--- config.mk ---
export PLATFORM = sky130hd
export DESIGN_NAME = uart_rx_fe
export DESIGN_NICKNAME = d
export VERILOG_FILES = /design/src/rtl/uart_rx_fe.sv
export SDC_FILE = /design/constraint.sdc
export NUM_CORES = 1
export LEC_CHECK = 0
export BUFFER_PORTS_ARGS = -buffer_cell sky130_fd_sc_hd__buf_2
export CORE_MARGIN = 10
export CORE_UTILIZATION = 45
export CTS_CLUSTER_DIAMETER = 50
export DETAILED_ROUTE_END_ITERATION = 8
export GPL_TIMING_DRIVEN = 0
export SYNTH_ARGS = -nofsm -noshare
export SYNTH_HDL_FRONTEND = slang
export SYNTH_SLANG_ARGS = --single-unit
--- constraint.sdc ---
create_clock -name clk -period 3.9 [get_ports clk]
set_clock_uncertainty 0.15 [all_clocks]
set_input_delay 0 -clock clk [delete_from_list [all_inputs] [get_ports clk]]
set_output_delay 0 -clock clk [all_outputs]
set_load 0.005 [all_outputs]
--- src/rtl/uart_rx_fe.sv ---
module uart_rx_fe #(
  parameter int OVS  = 16,
  parameter int SYNC = 2
) (
  input  logic       clk,
  input  logic       rst_n,
  input  logic       rx_in,
  input  logic       tick16,
  input  logic [1:0] reg_addr,
  input  logic       reg_wr,
  input  logic [7:0] reg_wdata,
  output logic [7:0] reg_rdata
);
  localparam int CW = $clog2(OVS);
  localparam logic [CW-1:0] S_A  = CW'(OVS/2 - 1);
  localparam logic [CW-1:0] S_B  = CW'(OVS/2);
  localparam logic [CW-1:0] S_C  = CW'(OVS/2 + 1);
  localparam logic [CW-1:0] LAST = CW'(OVS - 1);

  typedef enum logic [1:0] {IDLE, START, DATA, STOP} st_t;

  st_t st;
  logic [SYNC-1:0] sync_q;
  logic [CW-1:0] cnt;
  logic [3:0] idx;
  logic [8:0] sh, sh_nx, cap_word;
  logic sa, sb, rx_q;
  logic mode_hi, mode_lo, rx_en, fe_en, fe, done, bit8;
  logic [7:0] rbuf;

  wire rx_s    = sync_q[SYNC-1];
  wire vote    = (sa & sb) | (sa & rx_s) | (sb & rx_s);
  wire nine    = mode_hi;
  wire enabled = rx_en & (mode_hi | mode_lo);
  wire [3:0] last_idx = nine ? 4'd8 : 4'd7;
  wire mid     = tick16 && st != IDLE && cnt == S_C;
  wire cap     = mid && ((st == DATA && idx == last_idx && !fe_en) || (st == STOP && fe_en));
  wire fe_set  = mid && st == STOP && fe_en && !vote;
  wire wr_ctl  = reg_wr && reg_addr == 2'd0;
  wire wr_cfg  = reg_wr && reg_addr == 2'd1;

  logic unused_wbits;
  assign unused_wbits = ^{reg_wdata[5], reg_wdata[3:1]};

  always_comb begin
    sh_nx = sh;
    sh_nx[idx] = vote;
    cap_word = (st == DATA) ? sh_nx : sh;
  end

  always_ff @(posedge clk or negedge rst_n) begin
    if (!rst_n) sync_q <= '1;
    else        sync_q <= {sync_q[SYNC-2:0], rx_in};
  end

  always_ff @(posedge clk or negedge rst_n) begin
    if (!rst_n) begin
      st <= IDLE; cnt <= '0; idx <= '0; sh <= '0;
      sa <= 1'b1; sb <= 1'b1; rx_q <= 1'b1;
    end else if (tick16) begin
      rx_q <= rx_s;
      if (st == IDLE) begin
        if (enabled && rx_q && !rx_s) begin
          st  <= START;
          cnt <= CW'(1);
        end
      end else begin
        cnt <= (cnt == LAST) ? '0 : cnt + CW'(1);
        if (cnt == S_A) sa <= rx_s;
        if (cnt == S_B) sb <= rx_s;
        if (cnt == S_C) begin
          case (st)
            START:   if (vote) st <= IDLE;
            DATA:    sh <= sh_nx;
            default: st <= IDLE;
          endcase
        end
        if (cnt == LAST) begin
          if (st == START) begin
            st  <= DATA;
            idx <= '0;
          end else if (st == DATA) begin
            if (idx == last_idx) st <= STOP;
            else idx <= idx + 4'd1;
          end
        end
      end
    end
  end

  always_ff @(posedge clk or negedge rst_n) begin
    if (!rst_n) begin
      mode_hi <= 1'b0; mode_lo <= 1'b0; rx_en <= 1'b0; fe_en <= 1'b0;
      fe <= 1'b0; done <= 1'b0; bit8 <= 1'b0; rbuf <= '0;
    end else begin
      if (wr_ctl) begin
        mode_lo <= reg_wdata[6];
        rx_en   <= reg_wdata[4];
        if (!fe_en) mode_hi <= reg_wdata[7];
      end
      if (wr_cfg) fe_en <= reg_wdata[6];
      if (fe_set) fe <= 1'b1;
      else if (wr_ctl && fe_en && !reg_wdata[7]) fe <= 1'b0;
      if (cap) done <= 1'b1;
      else if (wr_ctl && !reg_wdata[0]) done <= 1'b0;
      if (cap) begin
        rbuf <= cap_word[7:0];
        if (nine) bit8 <= cap_word[8];
      end
    end
  end

  always_comb begin
    case (reg_addr)
      2'd0:    reg_rdata = {fe_en ? fe : mode_hi, mode_lo, 1'b0, rx_en, 1'b0, bit8, 1'b0, done};
      2'd1:    reg_rdata = {1'b0, fe_en, 6'b0};
      2'd2:    reg_rdata = rbuf;
      default: reg_rdata = 8'h00;
    endcase
  end

  p_glitch_idle_r5: assert property (@(posedge clk) disable iff (!rst_n)
    (st == START && mid && vote) |=> st == IDLE);
  p_fe_gated_r7: assert property (@(posedge clk) disable iff (!rst_n)
    $rose(fe) |-> ($past(fe_en) && $past(st) == STOP));
  p_fe_sticky_r8: assert property (@(posedge clk) disable iff (!rst_n)
    (fe && !wr_ctl) |=> fe);
  p_mode_hold_r9: assert property (@(posedge clk) disable iff (!rst_n)
    (wr_ctl && fe_en) |=> $stable(mode_hi));
  p_done_hold_r10: assert property (@(posedge clk) disable iff (!rst_n)
    (done && !(wr_ctl && !reg_wdata[0])) |=> done);
  p_stay_idle_r11: assert property (@(posedge clk) disable iff (!rst_n)
    (st == IDLE && !enabled) |=> st == IDLE);
endmodule

==> run_results.csv, run 1 <==
group,metric,value,unit
critical_path,cp-end-kind,"register",
floorplanning,die_y,91.3,um
finish,drive_gt1_share,24.9,%
global_route,grt_max_degree,40,
logic_synthesis,synth_area,0.00228,mm^2
logic_synthesis,synthArstFlopShare,100,%
floorplanning,die_w,91.3,um
sta,final-hold-violation-count,0,
logic_synthesis,avgSynthCellArea,10.2,um^2
sta,worstMarginPinSlew,0.870,ns
routing,wl_per_cell,14.8,um
pwr,peakVddDrop,245,uV
floorplanning,ios,23,
floorplanning,num_rows,25,
global_route,grt_usage,12.2,%
sta,post-route-min-period,2.63,ns
global_route,gr-total-overflow,0,
logic_synthesis,yosysWarningCount,0,
sta,rsz0062_at_grt,"false",
logic_synthesis,syn_nets,250,
floorplanning,die_area,0.00833,mm^2
clocking,cts_tree,"yes",
finish,fillers,435,
finish,seq_area,982,um^2
pwr,leakagePower,1.22,nW
finish,final_cell_mix,"dfrtp_1, mux2_2, nand2_1, buf_2, nor2_1",
placement,dp_slack,1.28,ns
sta,maxSlewViolCount,0,
clocking,cts.sinks,39,
clocking,root_buffer,"clkbuf_8",
routing,ant_nets,0,
clocking,clock_latency,0.29,ns
run,max_cap_viol_count,0,
logic_synthesis,synth_seq_cells,39,
finish,num_antenna_cells,0,
routing,wl,4860,um
sta,fmax,380,MHz
pwr,powerDensity,467,mW/mm^2
finish,final_util,55.5,%
routing,firstDrtPassIters,4,
placement,place_congestion,0.749,
critical_path,startpoint_type,"register",
floorplanning,core,0.00482,mm^2
sta,finalCritPeriodShare,67.5,%
routing,vias_per_cell,5.22,
clocking,cts_resized,0,
clocking,cts_max_level,2,
finish,final_nets,287,
floorplanning,initial_core_util,47.4,%
critical_path,reg2regPathDepth,6,
clocking,cts_inserted_buffers,5,
routing,detail_route.iter0.violations,67,
sta,hold_slack,0.00874,ns
finish,syn_to_final_growth,17.0,%
critical_path,critical_path.endpoint,"rbuf[0]$_DFFE_PN0P_",
global_route,grt_pass1_wl,8530,um
finish,multi_input_area,0.00123,mm^2
critical_path,r2r_slack,1.27,ns
logic_synthesis,ys_seq_area_share,43.0,%
routing,drcViolationCount,0,
placement,io_buffers,17,
sta,setup_tns,0,ns
logic_synthesis,ys.flop_type,"dfrtp_1",
logic_synthesis,synth_edf_count,0,
routing,num_vias,1713,
clocking,clockBufferDepth,2,
global_route,grt_pass1_vias,1827,
sta,setup_ws,1.27,ns
clocking,path_clk_slew,0.08,ns
sta,slew_headroom,42.0,%
finish,final_cells,328,
critical_path,reg2reg_from,"st[1]$_DFFE_PN0P_",
critical_path,crit_fanout,9,
run_status,status,"finished clean",
logic_synthesis,syn-instance-count,223,
critical_path,crit_type,"register to register",
sta,setup_violations,0,
critical_path,regToRegEndpoint,"rbuf[0]$_DFFE_PN0P_",
global_route,antenna_found_initial,0,
logic_synthesis,synth_cell_type_count,40,
critical_path,required,3.93,ns
worst_hold_path,hold_path_class,"input port to register",
placement,dp_hpwl,3520,um
critical_path,crit_arrival,2.67,ns
placement,numPlacedInstances,307,
finish,layout_commonest_cell,"dfrtp_1",
critical_path,startpoint,"st[1]$_DFFE_PN0P_",
## registers in the layout, indices dropped and copies added, names as in the netlist, 2 cells and up
name and count:
cnt 4, idx 4, rbuf 8, sh 9
st 2, sync_q 2
## per-stage QoR
step	area, um^2	power [mW]
floorplan	2280	0.847
global placement	2450	0.966
detailed placement	2450	0.967
CTS	2670	1.26
global route	2670	1.35
finish	2670	1.25
## synth_stat cells, drive strengths merged, types with 3 or more instances
master,n,area share (%)
a211oi,3,0.99
a21oi,5,1.1
and2,3,0.82
and3,3,0.82
clkbuf,7,1.2
dfrtp,34,37
dfstp,5,5.8
ha,12,6.6
inv,12,2.0
mux2,31,15
mux2i,7,3.1
nand2,18,3.0
nand2b,4,1.1
nand3,9,2.0
nand3b,3,0.99
nand4,3,0.82
nor2,17,2.8
nor2b,3,0.82
nor3,6,1.3
o21ai,12,2.6
## worst min path at each step
stage	start	endpoint	slack [ns]	depth (start not counted)
2_1_floorplan	rst_n	bit8$_DFFE_PN0P_	-0.45	0
3_3_place_gp	rx_in	sync_q[0]$_DFF_PN1_	-0.04	1
4_1_cts	reg_addr[1]	fe$_DFFE_PN0P_	0.005	4
5_1_grt	reg_addr[0]	fe_en$_DFFE_PN0P_	0.09	3
3_5_place_dp	rx_in	sync_q[0]$_DFF_PN1_	-0.04	1
6_report	reg_addr[1]	fe$_DFFE_PN0P_	0.009	4
## area by class of cell
cell class / count / share of cell area, %
buffer: 8 / 1.17
clock buffer: 5 / 2.57
clock inverter: 3 / 0.749
inverter: 12 / 1.69
multi-input combinational: 164 / 45.9
sequential: 39 / 36.8
tap: 67 / 3.14
timing repair buffer: 30 / 8.05
## cell families after synthesis
| kind of cell | count (synthesis) | synth area share [%] |
|---|---|---|
| simple gates | 76 | 17.0 |
| flops | 39 | 43.0 |
| mux | 38 | 18.3 |
| compound gates | 37 | 11.3 |
| buf+inv | 20 | 3.34 |
| fa+ha+maj | 13 | 7.01 |
## report_power, final
part | switching (mW) | internal, mW
Sequential | 0.0801 | 0.477
Clock | 0.152 | 0.125
Combinational | 0.248 | 0.166
Total | 0.480 | 0.768
## critical path, stage by stage (launching register included)
cell and delay (ns):
dfrtp_1 0.46, inv_1 0.13, ha_1 0.23, nor2b_1 0.27, nand2_1 0.19, o41ai_4 0.67, mux2_2 0.41
## layer usage
layer | vias up | share of wire (%) | global-route usage, %
li1 | 864 | - | -
met1 | 816 | 50 | 16.0
met2 | 28 | 45 | 19.5
met3 | 5 | 3.0 | 2.39
met4 | 0 | 1.5 | 4.44
met5 | - | 0 | 0
## what timing repair did
action,CTS,global route
endpoints found under the hold margin,43,0
hold buffers,13,0
setup buffers,0,0
Power figures use the tool's default switching activity.
==> run 2: changes to the inputs <==
--- a/config.mk
+++ b/config.mk
@@ -11,6 +11,7 @@
 export CTS_CLUSTER_DIAMETER = 50
 export DETAILED_ROUTE_END_ITERATION = 8
 export GPL_TIMING_DRIVEN = 0
+export PLACE_DENSITY = 0.66
 export SYNTH_ARGS = -nofsm -noshare
 export SYNTH_HDL_FRONTEND = slang
 export SYNTH_SLANG_ARGS = --single-unit
==> constraint.sdc (replaced) <==
create_clock -name clk -period 2.15 [get_ports clk]
set_clock_uncertainty 0.15 [all_clocks]
set_input_delay 0 -clock clk [delete_from_list [all_inputs] [get_ports clk]]
set_output_delay 0 -clock clk [all_outputs]
set_load 0.005 [all_outputs]
==> run 2 against run 1 <==
Net effect:
- the run now ends with negative setup slack left
- sequential power rose by 81%
- hold slack improved by 0.065 ns
- sequential share of layout area fell by 2.6 points
- non-clock buffer count rose by 14
- cell count rose by 4.3%
- critical path depth fell by 1
- utilization rose by 4.7 points
- fmax rose by 21%
- total power rose by 100%
==> run_results.csv, run 2 (synthesis gave the netlist of run 1 again) <==
group,metric,value,unit
critical_path,slowest_delay,0.42,ns
run_status,status,"complete, but fails checks",
floorplanning,die_area,0.00833,mm^2
finish,final_cell_mix,"dfrtp_1, mux2_2, nor2_1, nand2_1, buf_2",
worst_hold_path,hold_path_class,"input port to register",
finish,regMostFlops,"sh",
clocking,clockBufferDepth,2,
worst_hold_path,holdPathStages,3,
sta,rsz0062_at_grt,"true",
finish,final_nets,301,
finish,largest_reg_flops,9,
sta,final-hold-violation-count,0,
sta,fmax,459,MHz
critical_path,crit_fanout,4,
routing,wl,5310,um
finish,num_antenna_cells,0,
floorplanning,ios,23,
clocking,clock_latency,0.29,ns
critical_path,path_delay_family,"compound AO/OA/AOI/OAI gates",
critical_path,timing.critical_path.depth,5,
global_route,antenna_found_initial,0,
pwr,peakVddDrop,470,uV
sta,slew_headroom,40.6,%
global_route,grt_pass1_wl,8890,um
placement,dp_hpwl,3410,um
critical_path,worst-path-buf-inv,1,
critical_path,reg2regPathDepth,5,
pwr,leakagePower,1.33,nW
clocking,cts_tree,"yes",
finish,drive_gt1_share,34.9,%
clocking,root_buffer,"clkbuf_8",
floorplanning,die_y,91.3,um
routing,num_vias,1840,
critical_path,path_cells,"or3b_4, o22a_1, o41ai_4, buf_4, mux2_4",
critical_path,crit_arrival,2.22,ns
floorplanning,core,0.00482,mm^2
clocking,path_clk_slew,0.08,ns
placement,place_congestion,0.856,
sta,setup_violations,8,
critical_path,crit_slowest_cell,"dfrtp_2",
pwr,powerDensity,875,mW/mm^2
critical_path,cp-end-kind,"register",
clocking,cts_inserted_buffers,5,
placement,dp_slack,-0.389,ns
finish,layout_commonest_cell,"dfrtp_1",
routing,wl_per_cell,15.5,um
sta,finalCritPeriodShare,101,%
floorplanning,initial_core_util,47.4,%
routing,vias_per_cell,5.38,
critical_path,crit_type,"register to register",
run,max_cap_viol_count,0,
floorplanning,die_w,91.3,um
routing,firstDrtPassIters,4,
routing,detail_route.iter0.violations,155,
global_route,grt_max_degree,40,
global_route,grt_usage,12.6,%
sta,setup_ws,-0.0298,ns
sta,worstMarginPinSlew,0.891,ns
critical_path,required,2.19,ns
sta,setup_tns,-0.164,ns
global_route,gr-total-overflow,0,
global_route,grt_pass1_vias,1868,
clocking,cts_max_level,2,
sta,post-route-min-period,2.18,ns
clocking,cts.sinks,39,
routing,drcViolationCount,0,
finish,syn_to_final_growth,26.9,%
finish,reg.largest.list,"sh (9), rbuf (8)",
routing,ant_nets,0,
placement,io_buffers,17,
floorplanning,num_rows,25,
run_status,violations,"negative setup slack",
sta,maxSlewViolCount,0,
critical_path,startpoint_type,"register",
==> run 2: cell count changes in the layout (fill, tap and decap cells not counted), sizes merged <==
cell         change
buf             +14
bufinv           +1
clkbuf           -1
clkinv           +1
clkinvlp         -2
dlygate4sd3      +1
==> run 2: tightest hold or removal path, stage by stage <==
cell and delay [ns]:
clkbuf_1 0.19, nand3b_1 0.15, mux2_2 0.15
==> run 2: layout make-up <==
class,instances,area (um^2)
Clock inverter,3,43.8
Buffer,7,38.8
Tap cell,67,83.8
Multi-Input combinational cell,164,1290
Clock buffer,5,68.8
Sequential cell,39,991
Timing Repair Buffer,45,334
Inverter,12,45.0
Fill cell,415,1920
==> run 2: power breakdown <==
group          internal (mW)  switching (mW)  leakage, nW
logic                  0.388           0.517        0.793
registers              0.876           0.138        0.483
clock network          0.346           0.274       0.0581
total                   1.61           0.929         1.33
==> run 2: path summary, 6_finish.rpt <==
kind	from	slack, ns	endpoint
min reg2reg	sync_q[0]$_DFF_PN1_	0.21	sync_q[1]$_DFF_PN1_
max	idx[1]$_DFFE_PN0P_	-0.03	rbuf[7]$_DFFE_PN0P_
min in group asynchronous	rst_n	0.22	cnt[0]$_DFFE_PN0P_
max reg2reg	idx[1]$_DFFE_PN0P_	-0.03	rbuf[7]$_DFFE_PN0P_
min	reg_addr[0]	0.07	fe_en$_DFFE_PN0P_
max in group asynchronous	rst_n	1.01	mode_hi$_DFFE_PN0P_
==> run 2: repair_timing <==
action / 4_1_cts / 5_1_grt
cloned: 1 / 0
setup endpoints to repair: 18 / 14
pin swaps: 2 / 3
endpoints found under the hold margin: 43 / 0
resized for setup: 16 / 17
buffers inserted: 10 / 3
hold buffers: 14 / 0
==> run 2: metal layers <==
metal | part of all wire, % | global-route usage [%] | vias up
li1 | - | - | 903
met3 | 4.3 | 3.05 | 8
met5 | 0 | 0 | -
met4 | 1.2 | 3.79 | 0
met1 | 49 | 16.3 | 882
met2 | 46 | 20.2 | 47
==> run 2: per-stage QoR <==
step | area (um^2) | total power [mW] | utilization (%) | hold slack [ns] | std cells
finish | 2900 | 2.54 | 60.2 | 0.0740 | 342
global route | 2900 | 2.70 | 60.2 | 0.118 | 342
detailed placement | 2450 | 1.75 | 50.9 | -0.0427 | 307
CTS | 2820 | 2.49 | 58.5 | 0.0511 | 339
floorplan | 2280 | 1.54 | - | -0.446 | 223
global placement | 2450 | 1.74 | 50.9 | -0.0434 | 307
